**src/rtl/pfs_pkg.sv**
```systemverilog
package pfs_pkg;
   typedef enum logic [1:0] {
      S_FAILED   = 2'd0,
      S_OSC_WAIT = 2'd1,
      S_HOLD     = 2'd2,
      S_RUN      = 2'd3
   } pfs_state_e;
endpackage

```
**src/rtl/pfs_sync.sv**
```systemverilog
module pfs_sync #(
   parameter int          WIDTH   = 1,
   parameter int          STAGES  = 2,
   parameter logic [WIDTH-1:0] RST_VAL = '0
) (
   input  logic             clk,
   input  logic             rst_n,
   input  logic [WIDTH-1:0] d,
   output logic [WIDTH-1:0] q
);
   if (STAGES < 2) begin : g_bad_stages
      $error("pfs_sync: STAGES must be at least 2");
   end

   logic [WIDTH-1:0] chain [STAGES];

   for (genvar i = 0; i < STAGES; i++) begin : g_stage
      always_ff @(posedge clk or negedge rst_n) begin
         if (!rst_n) begin
            chain[i] <= RST_VAL;
         end else if (i == 0) begin
            chain[i] <= d;
         end else begin
            chain[i] <= chain[(i == 0) ? 0 : i-1];
         end
      end
   end

   assign q = chain[STAGES-1];
endmodule

```
**src/rtl/pfs_hold_timer.sv**
```systemverilog
module pfs_hold_timer #(
   parameter int HOLD_TICKS = 8192,
   localparam int CNT_W     = (HOLD_TICKS > 1) ? $clog2(HOLD_TICKS) : 1
) (
   input  logic             clk,
   input  logic             rst_n,
   input  logic             clear,
   input  logic             en,
   output logic [CNT_W-1:0] count,
   output logic             done
);
   localparam logic [CNT_W-1:0] LAST = CNT_W'(HOLD_TICKS - 1);

   if (HOLD_TICKS < 2) begin : g_bad_ticks
      $error("pfs_hold_timer: HOLD_TICKS must be at least 2");
   end

   always_ff @(posedge clk or negedge rst_n) begin
      if (!rst_n) begin
         count <= '0;
      end else if (clear || done) begin
         count <= '0;
      end else if (en) begin
         count <= count + 1'b1;
      end
   end

   assign done = en && !clear && (count == LAST);
endmodule

```
**src/rtl/pfs_power_sel.sv**
```systemverilog
module pfs_power_sel (
   input  logic clk,
   input  logic rst_n,
   input  logic below_pf,
   input  logic below_bat,
   output logic use_backup
);
   always_ff @(posedge clk or negedge rst_n) begin
      if (!rst_n) begin
         use_backup <= 1'b0;
      end else begin
         use_backup <= below_pf & below_bat;
      end
   end
endmodule

```
**src/rtl/pfs_supervisor.sv**
```systemverilog
module pfs_supervisor #(
   parameter int HOLD_TICKS  = 8192,
   parameter int SYNC_STAGES = 2
) (
   input  logic clk,
   input  logic rst_n,
   input  logic tick,
   input  logic pwr_fail,
   input  logic vcc_lt_pf,
   input  logic vcc_lt_bat,
   input  logic osc_off_cfg,
   input  logic osc_stable,
   input  logic acc_req,
   output logic acc_grant,
   output logic wr_protect,
   output logic rst_pull_low,
   output logic on_backup
);
   import pfs_pkg::*;

   localparam int CNT_W = (HOLD_TICKS > 1) ? $clog2(HOLD_TICKS) : 1;

   logic             fail_s;
   logic [1:0]       cmp_s;
   pfs_state_e       state, state_d;
   logic             ext_q, ext_d;
   logic             timer_clear, timer_en, timer_done;
   logic [CNT_W-1:0] hold_cnt;

   pfs_sync #(.WIDTH(1), .STAGES(SYNC_STAGES), .RST_VAL(1'b1)) u_fail_sync (
      .clk(clk), .rst_n(rst_n), .d(pwr_fail), .q(fail_s));

   pfs_sync #(.WIDTH(2), .STAGES(SYNC_STAGES), .RST_VAL(2'b00)) u_cmp_sync (
      .clk(clk), .rst_n(rst_n), .d({vcc_lt_bat, vcc_lt_pf}), .q(cmp_s));

   pfs_power_sel u_psel (
      .clk(clk), .rst_n(rst_n), .below_pf(cmp_s[0]), .below_bat(cmp_s[1]),
      .use_backup(on_backup));

   pfs_hold_timer #(.HOLD_TICKS(HOLD_TICKS)) u_timer (
      .clk(clk), .rst_n(rst_n), .clear(timer_clear), .en(timer_en),
      .count(hold_cnt), .done(timer_done));

   assign timer_clear = (state != S_HOLD) || fail_s;
   assign timer_en    = (state == S_HOLD) && tick;

   always_comb begin
      ext_d   = ext_q;
      state_d = state;
      case (state)
         S_FAILED: begin
            ext_d = ext_q | (osc_off_cfg & on_backup);
            if (!fail_s) state_d = ext_d ? S_OSC_WAIT : S_HOLD;
         end
         S_OSC_WAIT: begin
            if (fail_s)          state_d = S_FAILED;
            else if (osc_stable) state_d = S_HOLD;
         end
         S_HOLD: begin
            if (fail_s)          state_d = S_FAILED;
            else if (timer_done) state_d = S_RUN;
         end
         default: begin
            ext_d = 1'b0;
            if (fail_s) state_d = S_FAILED;
         end
      endcase
   end

   always_ff @(posedge clk or negedge rst_n) begin
      if (!rst_n) begin
         state <= S_FAILED;
         ext_q <= 1'b0;
      end else begin
         state <= state_d;
         ext_q <= ext_d;
      end
   end

   assign wr_protect   = (state == S_FAILED);
   assign rst_pull_low = (state != S_RUN);
   assign acc_grant    = acc_req & ~wr_protect;
endmodule

```
**config.mk**
```make
export PLATFORM = sky130hd
export DESIGN_NAME = pfs_supervisor
export DESIGN_NICKNAME = d
export VERILOG_FILES = /design/src/rtl/pfs_pkg.sv /design/src/rtl/pfs_sync.sv /design/src/rtl/pfs_hold_timer.sv /design/src/rtl/pfs_power_sel.sv /design/src/rtl/pfs_supervisor.sv
export SDC_FILE = /design/constraint.sdc
export NUM_CORES = 1
export LEC_CHECK = 0
export BUFFER_PORTS_ARGS = -buffer_cell sky130_fd_sc_hd__buf_2
export CAP_MARGIN = 20
export CORE_MARGIN = 1.5
export CORE_UTILIZATION = 50
export CTS_CLUSTER_DIAMETER = 120
export DETAILED_ROUTE_END_ITERATION = 12
export HOLD_SLACK_MARGIN = 0.02
export PLACE_DENSITY = 0.74
export SLEW_MARGIN = 20
export SYNTH_ARGS = -nofsm -noshare
export SYNTH_HDL_FRONTEND = slang
export SYNTH_SLANG_ARGS = --single-unit
```
**constraint.sdc**
```tcl
create_clock -name clk -period 1.7 [get_ports clk]
set_clock_uncertainty 0.15 [all_clocks]
set_input_delay 0.255 -clock clk [delete_from_list [all_inputs] [get_ports clk]]
set_output_delay 0.255 -clock clk [all_outputs]
set_load 0.03 [all_outputs]
```
==> reports/results.tsv <==
stage	metric	value	unit
run_status	outcome	finished with violations	
run_status	failing checks	setup timing	
clocking	CTS clock-pin slew for the worst setup and hold paths	0.12	ns
clocking	Worst-Skew Late Latency	0.31	ns
worst_hold_path	worst min-delay path endpoint	u_timer.count[1]	
synth	Synth top area share	46.0	%
timing	Max Slew Vio Count	0	
routing	antenna viol nets, final	0	
floorplanning	die footprint	2580	sq um
layout	ANT cells	0	
critical_path	reg2reg setup slack	-0.05	ns
layout	layout cell share with drive strength beyond 1	36.8	%
layout	Final Util	68.9	%
synth	Main synth FF type	dfrtp_1	
timing	Final period util	103	%
grt	vias in the first global route	895	
layout	fin nets	152	
pwr	Final Power	0.00170	W
worst_hold_path	hold-critical path depth	2	
place	Detailed Place HPWL	1.52	mm
timing	worst rel slew slack	67.2	%
clocking	TritonCTS clock tree	done	
synth	number of synthesized flops with an enable pin	0	
routing	vias	886	
routing	violation count after the first detailed-routing iteration	10	
clocking	Clock Path Buffers	2	
floorplanning	Rows	17	
pwr	leakage	0.651	nW
place	pre-CTS setup slack	-0.130	ns
critical_path	Critical Path AT	1.80	ns
grt	largest net degree at the start of global routing	24	
synth	post-synthesis sequential area ratio	50.5	%
grt	remaining global-route overflow	0	
grt	global-route wire length before repair	3.85	mm
place	Placement Cell Area	1320	sq um
timing	Setup WS post-layout	-0.0472	ns
routing	Routed WL per cell	13.9	microns
synth	share of flip-flops with an asynchronous set or reset	100	%
clocking	root buffer cell	clkbuf_4	
critical_path	CP max FO	4	
clocking	Max H-tree Level	1	
timing	RSZ-0062 raised after global routing	yes	
timing	Fin. Hold Viols	0	
routing	Post-Route WL	2.28	mm
routing	# DRC	0	
clocking	TritonCTS Buffers	3	
synth	Mapped Nets	121	
place	Port Buffers	12	
grt	GR Util All Layers	20.0	%
critical_path	kind of critical path	flip-flop to flip-flop	
floorplanning	# IOs	13	
synth	area of the mapped netlist	1140	sq um
worst_hold_path	HP Start	tick	
floorplanning	Core Area	2190	sq um
routing	vias per inst	5.40	
timing	actual slew at the worst max-slew pin	0.492	ns
grt	initial antenna violation count	0	
job	maxcap violations	0	
critical_path	Worst Setup Start Kind	flip-flop	
synth	Syn Area/Cell	10.8	sq um
layout	Layout area overhead	31.9	%
critical_path	Critical Path End Type	flip-flop	
pwr	pwr/cell area	1130	nW/um^2
pwr	worst vdd ir	0.000759	V
worst_hold_path	worst hold path class	input port to flip-flop	
synth	Synth Instances	106	
critical_path	crit path from	state[0]	
synth	Ys Warns	0	
synth	post-synthesis register bit count	23	
routing	DR pass1 iterations	4	
floorplanning	Die H	50.8	microns
timing	minimum clock period	1.75	ns
place	RD Place Congestion	0.821	
layout	FILL cells	154	
critical_path	Worst Path Required	1.75	ns
critical_path	FF-to-FF path depth	6	
critical_path	worst reg2reg endpoint	state[0]	
layout	post-route cell area	1510	sq um
clocking	Clock Sinks	23	
synth	Netlist cell types	32	
synth	post-synth top area cell	dfrtp_1	
critical_path	Crit Reg-Reg Startpoint	state[0]	
floorplanning	Initial Util	52.2	%
synth	top post-synthesis cells by area	dfrtp_1, ha_1, xor2_1, dfstp_2, nor2_1	
floorplanning	Die Span X	50.8	microns
timing	achievable frequency	572	MHz
timing	# setup viols final	3	
-- where the power goes --
part           leakage (nW)  total, W  switching [W]  internal, W
combinational         0.338  0.000798       0.000386     0.000412
sequential            0.298  0.000653      0.0000534     0.000600
clock                0.0150  0.000249       0.000157    0.0000917
-- cells in the final DEF (no fill, tap or decap), types with 2 or more instances in the layout --
cell type,netlist,routed
dfrtp_1,21,19
nor2_1,13,13
buf_4,0,13
buf_2,1,10
nand2_1,9,9
xor2_1,7,7
nand4_1,5,5
nand3_1,5,5
dlygate4sd3_1,0,4
xnor2_1,3,3
nor3_2,0,3
ha_1,6,3
ha_4,0,3
clkbuf_4,0,3
inv_4,0,2
and2_1,2,2
nor2b_1,3,2
and4_1,2,2
a21oi_1,2,2
mux2_4,2,2
nand2b_1,2,2
o21ai_0,2,2
dfrtp_2,0,2
dfstp_2,2,2
-- layer usage --
metal  part of all wire [%]  vias to the layer above  GRT usage (%)
met2                     49                       23           31.4
met4                    3.0                        0           9.91
met5                      0                        -              0
met3                    3.1                        8           4.09
li1                       -                      425              -
met1                     45                      430           26.4
-- worst max-delay path: stages (launching register included) --
cell and delay [ns]:
dfrtp_2 0.46, buf_4 0.15, ha_4 0.16, nor2b_1 0.14, nor3_2 0.18, o2bb2ai_4 0.10
mux2_4 0.31
-- synth_stat cells, drive strengths merged (2+ instances only) --
cell	number
dfrtp	21
nor2	13
nand2	9
xor2	7
ha	6
nand4	6
nand3	5
and4	3
inv	3
nor2b	3
nor3	3
xnor2	3
a21oi	2
and2	2
dfstp	2
mux2	2
nand2b	2
o21ai	2
-- worst max-delay path by stage --
stage | endpoint | slack (ns) | depth (start not counted)
final | state[0] | -0.05 | 6
after global routing | u_timer.count[10] | -0.1 | 6
after CTS | u_timer.count[10] | -0.03 | 6
after detailed placement | u_timer.count[8] | -0.13 | 7
after global placement | u_timer.count[10] | -0.03 | 6
after floorplan | u_timer.count[10] | 0.001 | 7
-- what timing repair did --
action                                 in CTS  in global routing
setup endpoints to repair                  14                 16
hold buffers                                4                  0
resized for setup                          12                  7
pin swaps                                   9                 11
setup buffers                               1                  2
endpoints found under the hold margin      24                  0
gates cloned                                0                  0
-- registers in the layout, summed over array words and instances (netlist names) --
register	flops
u_cmp_sync.q	2
u_fail_sync.chain	1
u_cmp_sync.chain	2
ext_q	1
u_fail_sync.q	1
u_timer.count	13
state	2
u_psel.use_backup	1
-- through the flow --
step                setup TNS [ns]  hold slack, ns  std cells
floorplan                        0          -0.191        106
global placement            -0.133          0.0979        153
detailed placement          -0.521           0.101        153
CTS                         -0.106          0.0289        162
global route                -0.881          0.0285        164
finish                     -0.0939          0.0356        164
-- logic make-up (layout without fill, tap and decap cells) --
| family | after synthesis | in the layout | synth area share [%] |
|---|---|---|---|
| AO/OA/AOI/OAI | 8 | 8 | 5.25 |
| AND/OR/NAND/NOR | 52 | 52 | 25.6 |
| multiplexers | 2 | 2 | 2.63 |
| adder cells (fa/ha/maj) | 6 | 6 | 6.56 |
| buffers and inverters | 5 | 35 | 1.75 |
| flip-flops | 23 | 23 | 50.5 |
| XOR/XNOR | 10 | 10 | 7.66 |
-- final cells by class --
type | instances | area [sq um] | area share (%)
timing repair buffer | 28 | 199 | 13.2
multi-input combinational | 78 | 652 | 43.2
sequential | 23 | 581 | 38.5
tap | 28 | 35.0 | 2.32
inverter | 3 | 16.3 | 1.08
clock buffer | 4 | 26.3 | 1.74
No activity file was read; power rests on OpenSTA's default activity.
